### src/rtl/spi_hold_front.sv
module spi_hold_front #(
  parameter int BYTE_W = 8,
  parameter int SYNC_N = 2,
  parameter int CNT_W  = 4
) (
  input  logic              clk,
  input  logic              rst_n,
  input  logic              sck,
  input  logic              cs_n,
  input  logic              si,
  input  logic              hold_n,
  output logic              so_o,
  output logic              so_oe,
  output logic [BYTE_W-1:0] rx_byte,
  output logic              rx_valid,
  output logic [CNT_W-1:0]  byte_idx,
  output logic              frame_start,
  output logic              frame_end,
  output logic              frame_aligned,
  input  logic [BYTE_W-1:0] tx_byte,
  input  logic              tx_en,
  input  logic              drop
);
  localparam int BIT_W = $clog2(BYTE_W);
  localparam logic [BIT_W-1:0] LAST = BIT_W'(BYTE_W - 1);
  localparam logic [3:0] PIN_IDLE = 4'b1010;

  logic [SYNC_N-1:0][3:0] sy;
  logic [3:0] s;
  logic [2:0] q;
  logic sck_s, cs_s, si_s, hold_s;
  logic sck_rise, sck_fall, cs_fall, cs_rise, hold_fall, hold_rise;
  logic held, mute, live, run, take, last;
  logic [BIT_W-1:0]  bit_cnt, bit_nxt;
  logic [BYTE_W-2:0] rx_sh;
  logic [BYTE_W-1:0] tx_sh;
  logic so_r;

  always_ff @(posedge clk or negedge rst_n)
    if (!rst_n) begin
      sy <= {SYNC_N{PIN_IDLE}};
      q  <= 3'b110;
    end else begin
      sy <= {sy[SYNC_N-2:0], {hold_n, si, cs_n, sck}};
      q  <= {hold_s, cs_s, sck_s};
    end

  assign s      = sy[SYNC_N-1];
  assign sck_s  = s[0];
  assign cs_s   = s[1];
  assign si_s   = s[2];
  assign hold_s = s[3];

  assign sck_rise  =  sck_s & ~q[0];
  assign sck_fall  = ~sck_s &  q[0];
  assign cs_fall   = ~cs_s  &  q[1];
  assign cs_rise   =  cs_s  & ~q[1];
  assign hold_fall = ~hold_s &  q[2];
  assign hold_rise =  hold_s & ~q[2];

  assign live = ~q[1];
  assign run  = live & ~held & ~mute;
  assign take = run & sck_rise;
  assign last = take & (bit_cnt == LAST);
  assign bit_nxt = !take ? bit_cnt : (last ? '0 : bit_cnt + 1'b1);

  always_ff @(posedge clk or negedge rst_n)
    if (!rst_n)
      held <= 1'b0;
    else if (cs_s)
      held <= 1'b0;
    else if (!held && hold_fall && !sck_s)
      held <= 1'b1;
    else if (held && hold_rise && !sck_s)
      held <= 1'b0;

  always_ff @(posedge clk or negedge rst_n)
    if (!rst_n) begin
      bit_cnt  <= '0;
      byte_idx <= '0;
      rx_sh    <= '0;
      rx_byte  <= '0;
      rx_valid <= 1'b0;
      mute     <= 1'b0;
      tx_sh    <= '0;
      so_r     <= 1'b0;
    end else begin
      rx_valid <= last;
      if (cs_fall) begin
        bit_cnt  <= '0;
        byte_idx <= '0;
        mute     <= 1'b0;
        tx_sh    <= '0;
        so_r     <= 1'b0;
      end else begin
        bit_cnt <= bit_nxt;
        if (take) rx_sh <= {rx_sh[BYTE_W-3:0], si_s};
        if (last) begin
          rx_byte <= {rx_sh, si_s};
          if (byte_idx != '1) byte_idx <= byte_idx + 1'b1;
        end
        if (drop && live) mute <= 1'b1;
        if (rx_valid)
          tx_sh <= tx_byte;
        else if (run && sck_fall) begin
          so_r  <= tx_sh[BYTE_W-1];
          tx_sh <= {tx_sh[BYTE_W-2:0], 1'b0};
        end
      end
    end

  always_ff @(posedge clk or negedge rst_n)
    if (!rst_n) begin
      frame_start   <= 1'b0;
      frame_end     <= 1'b0;
      frame_aligned <= 1'b0;
    end else begin
      frame_start   <= cs_fall;
      frame_end     <= cs_rise;
      frame_aligned <= cs_rise & (bit_nxt == '0);
    end

  assign so_o  = so_r;
  assign so_oe = ~cs_s & ~held & ~mute & tx_en;


  rx_pulse_chk: assert property (@(posedge clk) disable iff (!rst_n)
    rx_valid |=> !rx_valid);


  byte_wrap_chk: assert property (@(posedge clk) disable iff (!rst_n)
    rx_valid |-> bit_cnt == '0);


  frame_clear_chk: assert property (@(posedge clk) disable iff (!rst_n)
    frame_start |-> (bit_cnt == '0 && byte_idx == '0 && !rx_valid));


  hold_freeze_chk: assert property (@(posedge clk) disable iff (!rst_n)
    (held && $past(held)) |-> ($stable(bit_cnt) && $stable(tx_sh)));


  mute_quiet_chk: assert property (@(posedge clk) disable iff (!rst_n)
    (mute && $past(mute)) |-> !rx_valid);


  aligned_with_end_chk: assert property (@(posedge clk) disable iff (!rst_n)
    frame_aligned |-> frame_end);
endmodule

### config.mk
export PLATFORM = sky130hd
export DESIGN_NAME = spi_hold_front
export DESIGN_NICKNAME = d
export VERILOG_FILES = /design/src/rtl/spi_hold_front.sv
export SDC_FILE = /design/constraint.sdc
export NUM_CORES = 1
export LEC_CHECK = 0
export ABC_CLOCK_PERIOD_IN_PS = 4280
export BUFFER_PORTS_ARGS = -buffer_cell sky130_fd_sc_hd__buf_2
export CORE_ASPECT_RATIO = 2
export CORE_UTILIZATION = 55
export DETAILED_ROUTE_END_ITERATION = 10
export PLACE_DENSITY = 0.8
export SLEW_MARGIN = 25
export SYNTH_ARGS = -nofsm -noshare
export SYNTH_HDL_FRONTEND = slang
export SYNTH_SLANG_ARGS = --single-unit
### constraint.sdc
create_clock -name clk -period 4.28 [get_ports clk]
set_clock_uncertainty 0.15 [all_clocks]
set_input_delay 0.642 -clock clk [delete_from_list [all_inputs] [get_ports clk]]
set_output_delay 0.642 -clock clk [all_outputs]
set_load 0.02 [all_outputs]
* Yosys cells after proc, flatten, opt, wreduce, memory -nomap -nowiden
Index checks and enable logic that the tools add are counted.
** Operators by class
- Add/subtract/negate cells :: 2
- Muxes and demuxes :: 17
- Equal/unequal tests :: 3
- Reduce and logical (&&, ||, !) cells :: 19
- Bitwise operators :: 23
** Operators with widths (number)
- $mux W8 :: 3
- $and A1 B1 Y1 :: 14
- $mux W4 :: 3
- $mux W3 :: 3
- $not A1 Y1 :: 9
- $mux W1 :: 8
- $reduce_and A2 Y1 :: 4
- $reduce_bool A2 Y1 :: 4
- $logic_and A1 B1 Y1 :: 6
- $reduce_bool A3 Y1 :: 2
- $add A4 B1 Y4 const B :: 1
- $ne A4 B4 Y1 const B :: 1
- $add A3 B1 Y3 const B :: 1
- $eq A3 B3 Y1 const B :: 1
- $logic_not A3 Y1 :: 1
- $logic_not A1 Y1 :: 2
- $ne A2 B1 Y1 const B :: 1
** Storage, ports and cells
- Flip-flop bits (word level) :: 48
- Bits of input ports :: 16
- Word-level logic and storage cells :: 79
- Output and inout port bits :: 18

* Logic depth before layout (Yosys ltp)
Gate-level depths: netlist of the first run.
- Depth after elaboration :: 9
- Gate-level depth with buffers :: 7
- Gate-level depth less buffers :: 6

* Worst setup path before layout of the first run
Ideal clock, no wire load.
- Path kind :: input to output
- Start :: in tx_en
- End :: out so_oe
- Cell stages on the path :: 1
- Buffers on the path :: 0
- Setup slack :: 2.132 ns
- Data arrival time :: 1.356 ns
- Data required time :: 3.488 ns
- Cell sequence :: nor4b_1
** Between the ends
- Word-level cells in the longest chain between the ends :: 1
** RTL lines
- start: declaration :: RTL line 21 : input logic tx_en,
- $and A1 B1 Y1 :: RTL line 124 : assign so_oe = ~cs_s & ~held & ~mute & tx_en;
- end: declaration :: RTL line 13 : output logic so_oe,
Every way passes these cells.

* Final worst setup path of the first run
- Start :: reg bit_cnt[0]
- End :: reg rx_byte[6]
** Between the ends
- Word-level cells in the longest chain between the ends :: 3
** RTL lines
- start: declaration :: RTL line 34 : logic [BIT_W-1:0] bit_cnt, bit_nxt;
- start signal: assignment :: RTL line 96 : bit_cnt <= bit_nxt;
- $eq A3 B3 Y1 :: RTL line 64 : assign last = take & (bit_cnt == LAST);
- $and A1 B1 Y1 :: RTL line 64
- $reduce_and A2 Y1 (no source line)
- end signal: assignment :: RTL line 99 : rx_byte <= {rx_sh, si_s};
- end: declaration :: RTL line 14 : output logic [BYTE_W-1:0] rx_byte,
Every way passes these cells.
A chain may end at the register's enable or synchronous reset.

==> qor.txt, run 1 <==
Outcome -> finished with violations
Failing checks -> design-rule violations
TNS Setup -> 0 ps
Hold_buf cts -> 0
CORE AREA -> 3229 um2
PortBufs -> 33
Top cells by area, synth -> dfrtp_1, mux2_2, dfstp_2, nor2b_1, nor3b_1
Maxcap violations -> 0
Final Power -> 0.8440 mW
Pwr dens -> 388.1 nW/um2
Placed insts -> 206
Cell with the most instances after synthesis -> dfrtp_1
Worst-Skew Late Latency -> 300 ps
Layout Nets -> 201
Dpl cell area -> 2078 um2
Post-synth top cells -> dfrtp_1, mux2_2, nor2b_1, nor3_1, a21oi_1
Setup WS pre-CTS -> 2054 ps
Synth Area per Inst -> 12.75 um2
Max Freq -> 446.3 MHz
Clock root buffer -> clkbuf_8
Post-synth top area share -> 55.34%
Post-CTS Resized -> 0
Critical path class -> register to register
Worst-path clk slew -> 80 ps
CP Data Arrival Time -> 2270 ps
CTS tree -> done
Post-route setup slack -> 2039 ps
R2r setup slk -> 2040 ps
Min Tclk post-route -> 2241 ps
Gate Count Post-Synth -> 149
Relative max-transition margin -> 46.66%
Die Span X -> 43.56 um
Final hold violation count -> 0
DR WL/cell -> 15.60 um
CP Launch Type -> register
Routed Antenna Nets -> 0
Initial Utilization -> 58.81%
Seq. cell area -> 1209 um2
Final Cycle Share -> 52.35%
VDD IR max -> 0.3259 mV
Clk sink count -> 48
Die area -> 3707 um2
EDFF count, synth -> 0
CP Max Fanout -> 11
DRC violations left -> 11
Slew @ Worst Pin -> 797.2 ps
Fin cells -> 214
FFs w/ async S/R, synth -> 100.0%
Layout area overhead -> 14.49%
Layout cell share with drive strength beyond 1 -> 34.43%
DR vias -> 1257
Max-slew violations -> 0
Clock H-tree levels -> 2
# setup viols final -> 0
RSZ-0062 raised after global routing -> false
Ys flop type -> dfrtp_1
First-pass GRT wire length -> 5.616 mm
Synth unique cells -> 27
Routability-driven placement congestion ratio -> 0.7052
Setup Buffers After CTS -> 0
Die Y -> 85.11 um
CTS Buffer Depth -> 2
Yosys top cell by area -> dfrtp_1
CP endpoint kind -> register
Post-synthesis sequential area ratio -> 63.64%
Post-Syn Area -> 1899 um2
Synth warn -> 0
I/O pins -> 34
Hold Path Class -> input pin to async pin
Syn Nets -> 168
Number of diodes -> 0
DR iter-0 viols -> 40
GR Overflow Total -> 0
1st-pass router iterations -> 7
Area of the multi-input gates -> 658.1 um2
Vias per cell -> 5.874
Rows -> 29
Final core utilization -> 67.34%
#FFs+latches synth -> 48
Hpwl dp -> 2.343 mm
Largest net degree at the start of global routing -> 49
Worst hold slack -> 183.4 ps
Final wirelength -> 3.339 mm
Vias in the first global route -> 1299
Num CTS Buffers -> 5
Critical Path RT -> 4310 ps
Initial antenna violation count -> 0
GRT Overall Usage -> 20.81%
Leak pwr -> 1.085 nW
Filler instances -> 244
Post-route cell area -> 2175 um2
[cell families after synthesis]
logic type | share of synthesized area [%]
flip-flops | 63.64
AO/OA/AOI/OAI | 4.809
multiplexers | 9.947
buffers and inverters | 1.844
XOR/XNOR | 0.4612
adder cells (fa/ha/maj) | 1.976
AND/OR/NAND/NOR | 17.32
[cell usage in the layout (no fill, tap or decap), types with 2 or more instances in the layout]
cell type,n
or3_1,4
nor2b_1,8
a21oi_1,8
nor3b_1,7
clkbuf_8,6
nor4_1,7
ha_1,3
nand2_1,4
nor3_1,9
mux2i_1,2
o21ai_0,5
buf_2,32
nor4b_1,2
dfstp_2,6
inv_1,2
mux2_2,15
nor2_1,6
nand3b_1,4
dfrtp_1,42
[flip-flops by register name, summed over array words and instances (netlist names), 3 cells and up]
| name | cells |
|---|---|
| s | 4 |
| bit_cnt | 3 |
| byte_idx | 4 |
| rx_byte | 8 |
| tx_sh | 8 |
| rx_sh | 7 |
| sy | 4 |
| q | 3 |
[routing by layer]
layer | track usage [%] | wire length (um) | share of wire [%]
met2 | 37.45 | 1864 | 56
met1 | 20.94 | 1257 | 38
met5 | 0 | 0 | 0
met3 | 4.681 | 132 | 4.0
met4 | 11.08 | 83 | 2.5
[layout make-up]
cell class              count  share of cell area (%)
clock inverters             1                  0.3452
repair buffers             33                   7.710
clock buffers               7                   3.970
flip-flops and latches     48                   55.58
well taps                  31                   1.784
inverters                   2                  0.3452
multi-input cells          92                   30.26
[where the power goes]
group | switching [mW] | internal, mW
Clock | 0.141 | 0.131
Sequential | 0.0226 | 0.487
Combinational | 0.0315 | 0.0308
[path summary, 6_finish.rpt]
kind / depth (start not counted) / to / from
max: 5 / rx_byte[6]$_DFFE_PN0P_ / bit_cnt[0]$_DFF_PN0_
min: 1 / tx_sh[5]$_DFFE_PN0P_ / rst_n
max reg2reg: 5 / rx_byte[6]$_DFFE_PN0P_ / bit_cnt[0]$_DFF_PN0_
min reg2reg: 0 / s[2]$_DFF_PN0_ / sy[2]$_DFF_PN0_
max in group asynchronous: 1 / byte_idx[0]$_DFFE_PN0P_ / rst_n
min in group clk: 0 / s[2]$_DFF_PN0_ / sy[2]$_DFF_PN0_
[worst max-delay path: stages (launching register included)]
cell and delay, ps:
dfrtp_1 420, ha_1 180, ha_1 200, nand3b_1 130, nor2_1 630, mux2_2 420
No activity file was read; power rests on OpenSTA's default activity.
==> run 2, diff against run 1 <==
--- a/config.mk
+++ b/config.mk
@@ -5,12 +5,12 @@
 export SDC_FILE = /design/constraint.sdc
 export NUM_CORES = 1
 export LEC_CHECK = 0
-export ABC_CLOCK_PERIOD_IN_PS = 4280
+export ABC_CLOCK_PERIOD_IN_PS = 1900
 export BUFFER_PORTS_ARGS = -buffer_cell sky130_fd_sc_hd__buf_2
 export CORE_ASPECT_RATIO = 2
-export CORE_UTILIZATION = 55
+export CORE_UTILIZATION = 49
 export DETAILED_ROUTE_END_ITERATION = 10
-export PLACE_DENSITY = 0.8
+export PLACE_DENSITY = 0.75
 export SLEW_MARGIN = 25
 export SYNTH_ARGS = -nofsm -noshare
 export SYNTH_HDL_FRONTEND = slang
==> constraint.sdc (replaced) <==
create_clock -name clk -period 1.9 [get_ports clk]
set_clock_uncertainty 0.15 [all_clocks]
set_input_delay 0.285 -clock clk [delete_from_list [all_inputs] [get_ports clk]]
set_output_delay 0.285 -clock clk [all_outputs]
set_load 0.02 [all_outputs]
==> run 2 against run 1 <==
  * The flow now finishes without violations
  * Critical path depth down 1
  * Power up 130%
  * Maximum frequency up 20%
  * Global-route usage down 1.1 points
  * Clock-buffer cell count up 1
  * Sequential power up 120%
  * Utilization down 3.1 points
  * Sequential share of layout area down 4.0 points
  * Cell area up 7.8%
  * Sequential cell count unchanged
  * Via count up 5.3%
  * Critical path type unchanged
==> qor.txt, run 2 (synthesized netlist as in run 1, its figures left out) <==
Outcome -> finished clean
Initial antenna violation count -> 0 (unchanged)
R2R Path End -> byte_idx[3]$_DFFE_PN0P_
Commonest cells after routing, fill and taps aside -> dfrtp_1, buf_2, mux2_2, buf_4
R2r setup slk -> 30 ps (-2010 ps)
TNS Setup -> 0 ps (unchanged)
Max-slew violations -> 0 (unchanged)
Hold path depth -> 3
Commonest non-fill, non-tap cell in the layout -> dfrtp_1
Initial Utilization -> 52.09% (-6.7 points)
CTS tree -> done
Slew @ Worst Pin -> 638.5 ps (-158.7 ps)
Vias in the first global route -> 1353 (+4.2%)
Crit-path max cell delay -> 420 ps (-210 ps)
I/O pins -> 34 (unchanged)
CP cell instances -> or3_4 -> a311o_1 -> or3_1 -> a21oi_1
CP Max Fanout -> 4 (-7)
PortBufs -> 33 (unchanged)
Regs by FF count -> rx_byte x8, tx_sh x8, rx_sh x7
VDD IR max -> 0.8013 mV (+150%)
Max Freq -> 534.8 MHz (+20%)
Worst-Skew Late Latency -> 290 ps (about the same)
Clock root buffer -> clkbuf_8
Critical Path RT -> 1970 ps (-2340 ps)
Die Y -> 90.05 um (+5.8%)
Final wirelength -> 3.509 mm (+5.1%)
CORE AREA -> 3646 um2 (+13%)
GR Overflow Total -> 0 (unchanged)
Layout area overhead -> 23.39%
Final Power -> 1.900 mW (+130%)
CP Launch Type -> register
Min Tclk post-route -> 1870 ps (-370.9 ps)
Final core utilization -> 64.28% (-3.1 points)
Layout cell share with drive strength beyond 1 -> 37.37% (+2.9 points)
CP Data Arrival Time -> 1940 ps (-330 ps)
Final Cycle Share -> 98.41% (+46 points)
Hold EP -> tx_sh[0]$_DFFE_PN0P_
Routability-driven placement congestion ratio -> 0.7031 (-0.30%)
Clock H-tree levels -> 2 (unchanged)
R2R Path Start -> held$_DFFE_PN0P_
Hold Path Class -> input pin to register
Rows -> 31 (+6.9%)
Largest net degree at the start of global routing -> 27 (-45%)
Worst reg2reg path depth -> 4 (-1)
First-pass GRT wire length -> 5.913 mm (+5.3%)
Layout Nets -> 216 (+7.5%)
DR iter-0 viols -> 18 (-55%)
CP max stage cell -> dfrtp_1
Maxcap violations -> 0 (unchanged)
Number of diodes -> 0 (unchanged)
Min-delay src -> tx_byte[0]
DRC violations left -> 0 (-11)
CP endpoint kind -> register
GRT Overall Usage -> 19.68% (-1.1 points)
Filler instances -> 315 (+29%)
Vias per cell -> 5.360 (-8.7%)
Clk sink count -> 48 (unchanged)
Leak pwr -> 1.150 nW (+5.9%)
Die area -> 4144 um2 (+12%)
Routed Antenna Nets -> 0 (unchanged)
Num CTS Buffers -> 5 (unchanged)
DR vias -> 1324 (+5.3%)
Final hold violation count -> 0 (unchanged)
Pwr dens -> 810.6 nW/um2 (+110%)
Relative max-transition margin -> 57.43% (+11 points)
CTS Buffer Depth -> 2 (unchanged)
Critical path class -> register to register
1st-pass router iterations -> 4 (-3)
DR WL/cell -> 14.21 um (-8.9%)
Worst-path clk slew -> 80 ps (about the same)
Hpwl dp -> 2.481 mm (+5.9%)
Die Span X -> 46.03 um (+5.7%)
# setup viols final -> 0 (unchanged)
-- run 2: cell count changes in the layout (fill, tap and decap cells not counted), moves of 2 or more --
cell and change:
ha_1 -2, ha_4 +2, buf_4 +9, dlygate4sd3_1 +5
-- run 2: through the flow --
stage / hold WS, ps / std cells / setup slack [ps] / cell area, um2
6_report: 80.64 / 247 / 30.20 / 2344
5_1_grt: 69.83 / 247 / -8.456 / 2344
4_1_cts: 72.08 / 245 / 18.32 / 2298
3_5_place_dp: 140.5 / 231 / 15.58 / 2151
3_3_place_gp: 142.2 / 231 / 118.9 / 2151
2_1_floorplan: -160.6 / 149 / 139.2 / 1899
-- run 2: layer usage --
metal	up-vias	GRT usage, %	part of all wire, %
met5	-	0	0
met4	0	9.559	2.6
met3	8	3.614	2.4
met2	25	34.51	57
met1	666	20.75	38
li1	625	-	-
-- run 2: cell type report --
class	instances	area, um2	share of cell area [%]
timing repair buffer	48	290.3	12.39
tap	49	61.31	2.616
multi-input combinational	92	685.7	29.26
inverter	2	7.507	0.3203
clock buffer	8	90.09	3.844
sequential	48	1209	51.57
-- run 2: how the worst max path moves through the flow --
stage / from / end / cells after the start / slack [ps]
6_report: held$_DFFE_PN0P_ / byte_idx[3]$_DFFE_PN0P_ / 4 / 30
5_1_grt: held$_DFFE_PN0P_ / byte_idx[3]$_DFFE_PN0P_ / 4 / -8
4_1_cts: bit_cnt[1]$_DFF_PN0_ / byte_idx[3]$_DFFE_PN0P_ / 6 / 20
3_5_place_dp: bit_cnt[0]$_DFF_PN0_ / byte_idx[3]$_DFFE_PN0P_ / 6 / 20
3_3_place_gp: held$_DFFE_PN0P_ / byte_idx[3]$_DFFE_PN0P_ / 4 / 120
2_1_floorplan: held$_DFFE_PN0P_ / byte_idx[3]$_DFFE_PN0P_ / 4 / 140
-- run 2: critical path, delay by kind of cell (launching register included) --
kind,cells,cell delay (ps)
AND/OR/NAND/NOR,2,730
AO/OA/AOI/OAI,2,500
flip-flops,1,420
-- run 2: timing repair --
| action | CTS | global route |
|---|---|---|
| resized for setup | 0 | 5 |
| endpoints found under the hold margin | 46 | 0 |
| setup buffers | 1 | 2 |
| pin swaps | 0 | 1 |
| hold buffers | 5 | 0 |
| setup endpoints to repair | 1 | 14 |
-- run 2: power by group --
group          total [mW]  leakage, nW  internal (mW)  switching, mW
logic               0.165        0.480         0.0881         0.0766
registers            1.14        0.624           1.10         0.0485
clock network       0.590       0.0455          0.296          0.293
